**src/rtl/ems_pkg.sv**
```systemverilog
package ems_pkg;

    typedef enum logic [1:0] {
        IO_IDLE    = 2'd0,
        IO_HELD    = 2'd1,
        IO_FOREIGN = 2'd2
    } io_state_t;

endpackage

```
**src/rtl/ems_io_decode.sv**
```systemverilog
module ems_io_decode #(
    parameter int IO_W            = 10,
    parameter int IO_ALIGN        = 3,
    parameter int NUM_BANKS       = 4,
    parameter bit EN_ON_ANY_WRITE = 1'b0
) (
    input  logic [IO_W-1:0]          io_addr,
    input  logic [IO_W-IO_ALIGN-1:0] io_base,
    output logic                     io_hit,
    output logic [IO_ALIGN-1:0]      io_slot
);

    localparam logic [IO_ALIGN-1:0] EN_SLOT = IO_ALIGN'(NUM_BANKS);

    logic base_match;
    logic slot_ok;

    assign base_match = (io_addr[IO_W-1:IO_ALIGN] == io_base);
    assign io_slot    = io_addr[IO_ALIGN-1:0];

    generate
        if (EN_ON_ANY_WRITE) begin : g_no_en_port
            assign slot_ok = (io_slot < EN_SLOT);
        end else begin : g_en_port
            assign slot_ok = (io_slot <= EN_SLOT);
        end
    endgenerate

    assign io_hit = base_match && slot_ok;

endmodule

```
**src/rtl/ems_page_regfile.sv**
```systemverilog
module ems_page_regfile #(
    parameter int NUM_BANKS       = 4,
    parameter int PAGE_W          = 8,
    parameter int SLOT_W          = 3,
    parameter bit EN_ON_ANY_WRITE = 1'b0,
    localparam int BANK_W         = $clog2(NUM_BANKS)
) (
    input  logic              clk,
    input  logic              rst_n,
    input  logic              wr_en,
    input  logic [SLOT_W-1:0] wr_slot,
    input  logic [PAGE_W-1:0] wr_data,
    input  logic [BANK_W-1:0] rd_bank,
    output logic [PAGE_W-1:0] rd_page,
    output logic              page_en
);

    localparam logic [SLOT_W-1:0] EN_SLOT = SLOT_W'(NUM_BANKS);

    logic [PAGE_W-1:0] pages [NUM_BANKS];
    logic              bank_wr;

    assign bank_wr = wr_en && (wr_slot < EN_SLOT);

    // write port: committed bus data
    always_ff @(posedge clk or negedge rst_n) begin
        if (!rst_n) begin
            for (int i = 0; i < NUM_BANKS; i++) begin
                pages[i] <= '0;
            end
        end else if (bank_wr) begin
            pages[wr_slot[BANK_W-1:0]] <= wr_data;
        end
    end

    // enable flag, variant chosen by parameter
    generate
        if (EN_ON_ANY_WRITE) begin : g_en_any
            always_ff @(posedge clk or negedge rst_n) begin
                if (!rst_n) begin
                    page_en <= 1'b0;
                end else if (bank_wr) begin
                    page_en <= 1'b1;
                end
            end
        end else begin : g_en_port
            always_ff @(posedge clk or negedge rst_n) begin
                if (!rst_n) begin
                    page_en <= 1'b0;
                end else if (wr_en && (wr_slot == EN_SLOT)) begin
                    page_en <= wr_data[0];
                end
            end
        end
    endgenerate

    // read port: independent of the write port
    assign rd_page = page_en ? pages[rd_bank] : '0;

endmodule

```
**src/rtl/ems_addr_xlate.sv**
```systemverilog
module ems_addr_xlate #(
    parameter int ADDR_W      = 20,
    parameter int WIN_W       = 16,
    parameter int BANK_W      = 2,
    parameter int PAGE_W      = 8,
    parameter int INDEV_W     = 5,
    parameter int CS_SEL_BITS = 3,
    localparam int OFFS_W     = WIN_W - BANK_W,
    localparam int MEM_AW     = OFFS_W + INDEV_W,
    localparam int WBASE_W    = ADDR_W - WIN_W,
    localparam int NUM_CS     = 1 << CS_SEL_BITS
) (
    input  logic [ADDR_W-1:0]  bus_addr,
    input  logic [WBASE_W-1:0] win_base,
    input  logic [PAGE_W-1:0]  page,
    input  logic               mem_rd_n,
    input  logic               mem_wr_n,
    input  logic               flash_mode,
    output logic [BANK_W-1:0]  bank,
    output logic [MEM_AW-1:0]  mem_addr,
    output logic [NUM_CS-1:0]  chip_sel_n,
    output logic               mem_oe_n,
    output logic               flash_we_n,
    output logic               sram_we_n
);

    logic                   win_hit;
    logic                   access;
    logic                   wr_act;
    logic [CS_SEL_BITS-1:0] cs_idx;

    assign win_hit = (bus_addr[ADDR_W-1:WIN_W] == win_base);
    assign access  = win_hit && (!mem_rd_n || !mem_wr_n);
    assign wr_act  = win_hit && !mem_wr_n;
    assign bank    = bus_addr[WIN_W-1:OFFS_W];

    assign mem_addr = {page[INDEV_W-1:0], bus_addr[OFFS_W-1:0]};
    assign cs_idx   = page[INDEV_W +: CS_SEL_BITS];

    generate
        for (genvar k = 0; k < NUM_CS; k++) begin : g_cs
            assign chip_sel_n[k] = !(access && (cs_idx == CS_SEL_BITS'(k)));
        end
    endgenerate

    assign mem_oe_n   = !(win_hit && !mem_rd_n);
    assign flash_we_n = !(wr_act && flash_mode);
    assign sram_we_n  = !(wr_act && !flash_mode);

endmodule

```
**src/rtl/ems_page_mapper.sv**
```systemverilog
module ems_page_mapper #(
    parameter int ADDR_W          = 20,
    parameter int WIN_W           = 16,
    parameter int NUM_BANKS       = 4,
    parameter int PAGE_W          = 8,
    parameter int INDEV_W         = 5,
    parameter int CS_SEL_BITS     = 3,
    parameter int IO_W            = 10,
    parameter int IO_ALIGN        = 3,
    parameter bit EN_ON_ANY_WRITE = 1'b0,
    localparam int BANK_W         = $clog2(NUM_BANKS),
    localparam int OFFS_W         = WIN_W - BANK_W,
    localparam int MEM_AW         = OFFS_W + INDEV_W,
    localparam int WBASE_W        = ADDR_W - WIN_W,
    localparam int IOB_W          = IO_W - IO_ALIGN,
    localparam int NUM_CS         = 1 << CS_SEL_BITS
) (
    input  logic               clk,
    input  logic               rst_n,
    input  logic [ADDR_W-1:0]  bus_addr,
    input  logic [PAGE_W-1:0]  bus_data,
    input  logic               io_wr_n,
    input  logic               mem_rd_n,
    input  logic               mem_wr_n,
    input  logic [WBASE_W-1:0] win_base,
    input  logic [IOB_W-1:0]   io_base,
    input  logic               flash_mode,
    output logic [MEM_AW-1:0]  mem_addr,
    output logic [NUM_CS-1:0]  chip_sel_n,
    output logic               mem_oe_n,
    output logic               flash_we_n,
    output logic               sram_we_n
);

    import ems_pkg::*;

    io_state_t           state_q;
    io_state_t           state_d;
    logic                commit;
    logic                io_hit;
    logic [IO_ALIGN-1:0] io_slot;
    logic [IO_ALIGN-1:0] cap_slot_q;
    logic [PAGE_W-1:0]   cap_data_q;
    logic [BANK_W-1:0]   bank;
    logic [PAGE_W-1:0]   page;
    logic                page_en;

    ems_io_decode #(
        .IO_W           (IO_W),
        .IO_ALIGN       (IO_ALIGN),
        .NUM_BANKS      (NUM_BANKS),
        .EN_ON_ANY_WRITE(EN_ON_ANY_WRITE)
    ) u_dec (
        .io_addr(bus_addr[IO_W-1:0]),
        .io_base(io_base),
        .io_hit (io_hit),
        .io_slot(io_slot)
    );

    // state register and capture latches
    always_ff @(posedge clk or negedge rst_n) begin
        if (!rst_n) begin
            state_q    <= IO_IDLE;
            cap_slot_q <= '0;
            cap_data_q <= '0;
        end else begin
            state_q <= state_d;
            if (state_q == IO_IDLE && state_d == IO_HELD) begin
                cap_slot_q <= io_slot;
            end
            if (state_d == IO_HELD) begin
                cap_data_q <= bus_data;
            end
        end
    end

    // next state and commit strobe
    always_comb begin
        state_d = state_q;
        commit  = 1'b0;
        unique case (state_q)
            IO_IDLE: begin
                if (!io_wr_n) begin
                    state_d = io_hit ? IO_HELD : IO_FOREIGN;
                end
            end
            IO_HELD: begin
                if (io_wr_n) begin
                    commit  = 1'b1;
                    state_d = IO_IDLE;
                end
            end
            IO_FOREIGN: begin
                if (io_wr_n) begin
                    state_d = IO_IDLE;
                end
            end
            default: begin
                state_d = IO_IDLE;
            end
        endcase
    end

    ems_page_regfile #(
        .NUM_BANKS      (NUM_BANKS),
        .PAGE_W         (PAGE_W),
        .SLOT_W         (IO_ALIGN),
        .EN_ON_ANY_WRITE(EN_ON_ANY_WRITE)
    ) u_regs (
        .clk    (clk),
        .rst_n  (rst_n),
        .wr_en  (commit),
        .wr_slot(cap_slot_q),
        .wr_data(cap_data_q),
        .rd_bank(bank),
        .rd_page(page),
        .page_en(page_en)
    );

    ems_addr_xlate #(
        .ADDR_W     (ADDR_W),
        .WIN_W      (WIN_W),
        .BANK_W     (BANK_W),
        .PAGE_W     (PAGE_W),
        .INDEV_W    (INDEV_W),
        .CS_SEL_BITS(CS_SEL_BITS)
    ) u_xlate (
        .bus_addr  (bus_addr),
        .win_base  (win_base),
        .page      (page),
        .mem_rd_n  (mem_rd_n),
        .mem_wr_n  (mem_wr_n),
        .flash_mode(flash_mode),
        .bank      (bank),
        .mem_addr  (mem_addr),
        .chip_sel_n(chip_sel_n),
        .mem_oe_n  (mem_oe_n),
        .flash_we_n(flash_we_n),
        .sram_we_n (sram_we_n)
    );

endmodule

```
**config.mk**
```make
export PLATFORM = sky130hd
export DESIGN_NAME = ems_page_mapper
export DESIGN_NICKNAME = d
export VERILOG_FILES = /design/src/rtl/ems_pkg.sv /design/src/rtl/ems_io_decode.sv /design/src/rtl/ems_page_regfile.sv /design/src/rtl/ems_addr_xlate.sv /design/src/rtl/ems_page_mapper.sv
export SDC_FILE = /design/constraint.sdc
export NUM_CORES = 1
export LEC_CHECK = 0
export BUFFER_PORTS_ARGS = -buffer_cell sky130_fd_sc_hd__buf_2
export CAP_MARGIN = 20
export CORE_AREA = 2 2 77 79
export DETAILED_ROUTE_END_ITERATION = 10
export DIE_AREA = 0 0 79 81
export PLACE_DENSITY = 0.73
export SYNTH_ARGS = -nofsm -noshare
export SYNTH_HDL_FRONTEND = slang
export SYNTH_SLANG_ARGS = --single-unit
```
**constraint.sdc**
```tcl
create_clock -name clk -period 2 [get_ports clk]
set_input_delay 0.4 -clock clk [delete_from_list [all_inputs] [get_ports clk]]
set_output_delay 0.4 -clock clk [all_outputs]
set_load 0.005 [all_outputs]
```
After elaboration in Yosys (flattened, before gate mapping)
Index checks and enable logic that the tools add are counted.

Order comparisons: 5. Equality and inequality tests: 13. Muxes and demuxes: 13. Bitwise operators: 2. Reductions and logical operators: 36.

Operators with widths (count): $bwmux 32 (1); $mux 8 (4); $logic_and 1x1->1 (18); $bmux 8 s2 (1); $demux 8 s2 (1); $eq 3x3->1 const B (5); $logic_not 1->1 (14); $eq 7x7->1 (1); $eq 3x2->1 const B (2); $ge 3x3->1 const B (2); $mux 2 (3); $not 2->3 (2); $eq 2x1->1 const B (2); $eq 4x4->1 (1); $pmux 2 s2 (1); $eq 3x1->1 const B (1); $le 3x3->1 const B (1); $logic_not 3->1 (1); $lt 3x1->1 const B (1); $lt 3x3->1 const B (1); $eq 2x2->1 const B (1); $logic_not 2->1 (1); $mux 1 (2); $reduce_or 2->1 (1); $logic_or 1x1->1 (1).

Flip-flop bits (word level): 46. Bits of input ports: 45. Output and inout bits: 30. Word-level logic and storage cells: 77.

Depth between registers and ports, before layout
Word-level depth: 8. Gate-level depth with buffers: 7. Mapped depth without buffers: 7.

Hierarchy
A second synthesis with hierarchy kept.

Cells, all modules: 204. Area, all modules: 2523.7 µm².

Modules (own cells, without submodules): ems_page_regfile (times used 1, cells an instance 102, area an instance 1503.9 µm², seq. area each 825.8 µm²); ems_page_mapper (times used 1, cells an instance 44, area an instance 598.1 µm², seq. area each 325.3 µm²); ems_addr_xlate (times used 1, cells an instance 44, area an instance 316.6 µm², seq. area each 0.0 µm²); ems_io_decode (times used 1, cells an instance 14, area an instance 105.1 µm², seq. area each 0.0 µm²).

Least setup slack after synthesis
Ideal clock, no wire load.

Path kind: input port to output port. Start: in bus_addr[14]. End: out chip_sel_n[0]. Arrival time: 1.485 ns. Data required time: 1.600 ns. Setup slack: 0.115 ns. Stages on the path: 4. Buffers on the path: 1. Cells stage by stage: buf_2 -> mux4_2 -> o21ai_0 -> nand2_1.

Cells in the longest elaborated chain, start to end: 8.

Ends and longest elaborated chain: start: declaration (RTL line ems_page_mapper.sv:20) `input logic [ADDR_W-1:0] bus_addr,`; $not 2->3 (not written as such) (RTL line ems_page_regfile.sv:58) `assign rd_page = page_en ? pages[rd_bank] : '0;`; $bmux 8 s2 (RTL line ems_page_regfile.sv:58); $mux 8 (not written as such) (2 in series) (RTL line ems_page_regfile.sv:58); $mux 8 (RTL line ems_page_regfile.sv:58); $logic_not 3->1 (RTL line ems_addr_xlate.sv:42) `assign chip_sel_n[k] = !(access && (cs_idx == CS_SEL_BITS'(k)));`; $logic_and 1x1->1 (RTL line ems_addr_xlate.sv:42); $logic_not 1->1 (RTL line ems_addr_xlate.sv:42); end: declaration (RTL line ems_page_mapper.sv:29) `output logic [NUM_CS-1:0] chip_sel_n,`.

No other way between the ends. The select of a mux whose other input is x is not followed.

Worst setup path in the final report
Start: reg u_regs.pages[5] in the netlist's numbering. End: out chip_sel_n[3].

Cells in the longest elaborated chain, start to end: 7.

Ends and longest elaborated chain: start: declaration (RTL line ems_page_regfile.sv:20) `logic [PAGE_W-1:0] pages [NUM_BANKS];`; start signal: indexed assignment (RTL line ems_page_regfile.sv:32) `pages[wr_slot[BANK_W-1:0]] <= wr_data;`; $bmux 8 s2 (RTL line ems_page_regfile.sv:58); $mux 8 (not written as such) (2 in series) (RTL line ems_page_regfile.sv:58); $mux 8 (RTL line ems_page_regfile.sv:58); $eq 3x2->1 (RTL line ems_addr_xlate.sv:42); $logic_and 1x1->1 (RTL line ems_addr_xlate.sv:42); $logic_not 1->1 (RTL line ems_addr_xlate.sv:42).

No other way between the ends. The select of a mux whose other input is x is not followed.

==> results.sh <==
export IMPL_wl_per_cell_um=13.6
export IMPL_fillers=506
export IMPL_setup_viol=0
export IMPL_clkLatencyLatePin_ns=0.30
export IMPL_start_util=0.433
export IMPL_cp_startpoint="u_regs.pages[5]$_DFFE_PN0P_"
export IMPL_firstDrtPassIters=4
export IMPL_pwr_share_clk=0.284
export IMPL_htreeDepth=2
export IMPL_p_comb_frac=0.210
export IMPL_syn_area_per_cell_um2=12.7
export IMPL_overflow=0
export IMPL_rows=28
export IMPL_clock_sinks=46
export IMPL_rsz0062_at_grt="true"
export IMPL_fin_nets=306
export IMPL_startpoint_type="register"
export IMPL_worst_slew_pin_slew_ns=0.579
export IMPL_n_antenna_cell=0
export IMPL_die_area_um2=6400
export IMPL_portBuffers=66
export IMPL_hp_start="bus_data[5]"
export IMPL_end_kind="output pin"
export IMPL_leakage_nw=1.44
export IMPL_period_needed_ns=2.00
export IMPL_vias=1648
export IMPL_clk_path_buf_depth=2
export IMPL_layout_drive_gt1_share=0.583
export IMPL_critPathKind="reg -> out"
export IMPL_viasPerCell=4.93
export IMPL_pwr_share_seq=0.506
export IMPL_cts_root_buf="clkbuf_8"
export IMPL_total_power_w=0.00242
export IMPL_cts_tree="done"
export IMPL_multiInputGateArea_um2=1220
export IMPL_ir_drop_mv=0.428
export IMPL_ys_async_sr_fraction=1.00
export IMPL_setup_tns_ns=0
export IMPL_maxCapViolCount=0
export IMPL_synth_warnings=0
export IMPL_grtUsageTotal=0.149
export IMPL_drt_wl_total_um=4550
export IMPL_antenna_found_initial=0
export IMPL_yosysSeqAreaShare=0.469
export IMPL_min_path_type="in -> reg"
export IMPL_path_max_fanout=4
export IMPL_outcome="complete, no violations"
export IMPL_synth_edf_count=0
export IMPL_ys_ff_latch=46
export IMPL_switching_power_w=0.000685
export IMPL_ys_flop_type="dfrtp_1"
export IMPL_syn_instance_count=193
export IMPL_grt_pass1_wl_um=7380
export IMPL_finalHoldViolCount=0
export IMPL_seqCellArea_um2=1150
export IMPL_areaGrowthSynthToFinish_pct=22.3
export IMPL_post_route_period_util=0.998
export IMPL_final_cell_mix="buf_2, dfrtp_1, mux2_2"
export IMPL_ios=75
export IMPL_core_area_um2=5680
export IMPL_relSlewSlack=0.614
export IMPL_grt_pass1_vias=1537
export IMPL_critPathRequiredTime_ns=1.60
export IMPL_die_h_um=81
export IMPL_die_w_um=79
export IMPL_switching_share=0.283
export IMPL_synth_fp_nets=241
export IMPL_drtAntennaViolNets=0
export IMPL_final_common_cell="buf_2"
export IMPL_drv_slew=0
export IMPL_r2r_start="state_q[0]$_DFF_PN0_"
export IMPL_place_gp_congestion=0.714
export IMPL_fmax_ghz=0.501
export IMPL_clk_pin_slew_ns=0.09
export IMPL_drc=0
export IMPL_dp_hpwl_um=3410
export IMPL_p_int_w=0.00173
export IMPL_first_iter_violations=50
export IMPL_yosysUniqueCellTypes=32
export IMPL_fin_skew_ns=0.00716
export IMPL_power_density_nw_per_um2=806
export IMPL_synth_cell_area_um2=2450
export IMPL_grt_max_degree=18
export IMPL_cp_data_arrival_time_ns=1.60
export IMPL_numCtsBuffers=5
per-layer routing:
layer  track usage  vias up  share of wire
met5             0        -              0
met4        0.0552        0          0.014
met3        0.0344        7          0.044
met2         0.248       36           0.51
met1         0.190      808           0.43
li1              -      797              -
path summary, 6_finish.rpt:
kind | to | slack (ns) | depth (start not counted)
worst max-delay path | chip_sel_n[3] | 0.004 | 4
min in group asynchronous | cap_data_q[4]$_DFFE_PN0N_ | 0.53 | 2
worst min-delay path | cap_data_q[5]$_DFFE_PN0N_ | 0.32 | 2
max in group asynchronous | u_regs.pages[3]$_DFFE_PN0P_ | 0.92 | 3
worst min register to register | u_regs.pages[6]$_DFFE_PN0P_ | 0.51 | 1
worst max register to register | cap_data_q[1]$_DFFE_PN0N_ | 0.12 | 7
power groups by stage:
stage	Sequential, W	Clock [W]	Combinational, W
after global routing	0.00125	0.000745	0.000559
after detailed placement	0.00124	0	0.000476
after global placement	0.00124	0	0.000463
after floorplan	0.00120	0	0.000355
final	0.00122	0.000688	0.000508
after CTS	0.00123	0.000707	0.000481
flip-flops by register name, indices dropped and copies added (netlist names):
name,cells
u_regs.pages,32
cap_data_q,8
cap_slot_q,3
state_q,2
u_regs.page_en,1
cell usage after synthesis (3+ instances only):
cell type / instances / area share
nor2_1: 11 / 0.017
o21ai_0: 3 / 0.0061
buf_4: 14 / 0.043
dfrtp_1: 46 / 0.47
nand4_1: 3 / 0.0076
xnor2_1: 7 / 0.025
nor2b_1: 3 / 0.0076
inv_1: 3 / 0.0046
ha_1: 3 / 0.015
nand2_1: 18 / 0.028
and2_1: 5 / 0.013
xor2_1: 4 / 0.014
mux4_2: 8 / 0.073
mux2_2: 44 / 0.20
cell type report:
class / instances / share of cell area
Clock buffer: 5 / 0.0229
Clock inverter: 3 / 0.0150
Multi-Input combinational cell: 126 / 0.407
Sequential cell: 46 / 0.383
Inverter: 3 / 0.00375
Tap cell: 75 / 0.0313
Timing Repair Buffer: 76 / 0.137
critical path, stage by stage (launching register included):
cell and delay [ns]:
dfrtp_1 0.39, mux4_2 0.53, and3_1 0.22, nand2_1 0.06, buf_2 0.10
logic make-up after synthesis:
group | share of synthesized area
simple gates | 0.102
xor+xnor | 0.0392
fa+ha+maj | 0.0153
mux | 0.275
flops | 0.469
compound gates | 0.0418
buf+inv | 0.0571
per-stage QoR:
stage,setup WS (ns),cells,hold WS [ns],utilization,instance area (µm²)
final,0.00350,334,0.325,0.529,3000
after floorplan,0.115,193,0.104,-,2450
after global routing,-0.0704,334,0.308,0.529,3000
after CTS,0.00777,334,0.316,0.521,2950
after detailed placement,-0.0603,325,0.332,0.496,2820
after global placement,-0.00448,325,0.333,0.496,2820
timing repair:
| action | 4_1_cts | 5_1_grt |
|---|---|---|
| hold endpoints to repair | 6 | 0 |
| hold buffers | 1 | 0 |
| buffers inserted | 0 | 0 |
| pin swaps | 1 | 7 |
| endpoints found under the setup margin | 7 | 20 |
| gates resized for setup | 4 | 11 |
Note: power is estimated with default switching activity, not from simulation.
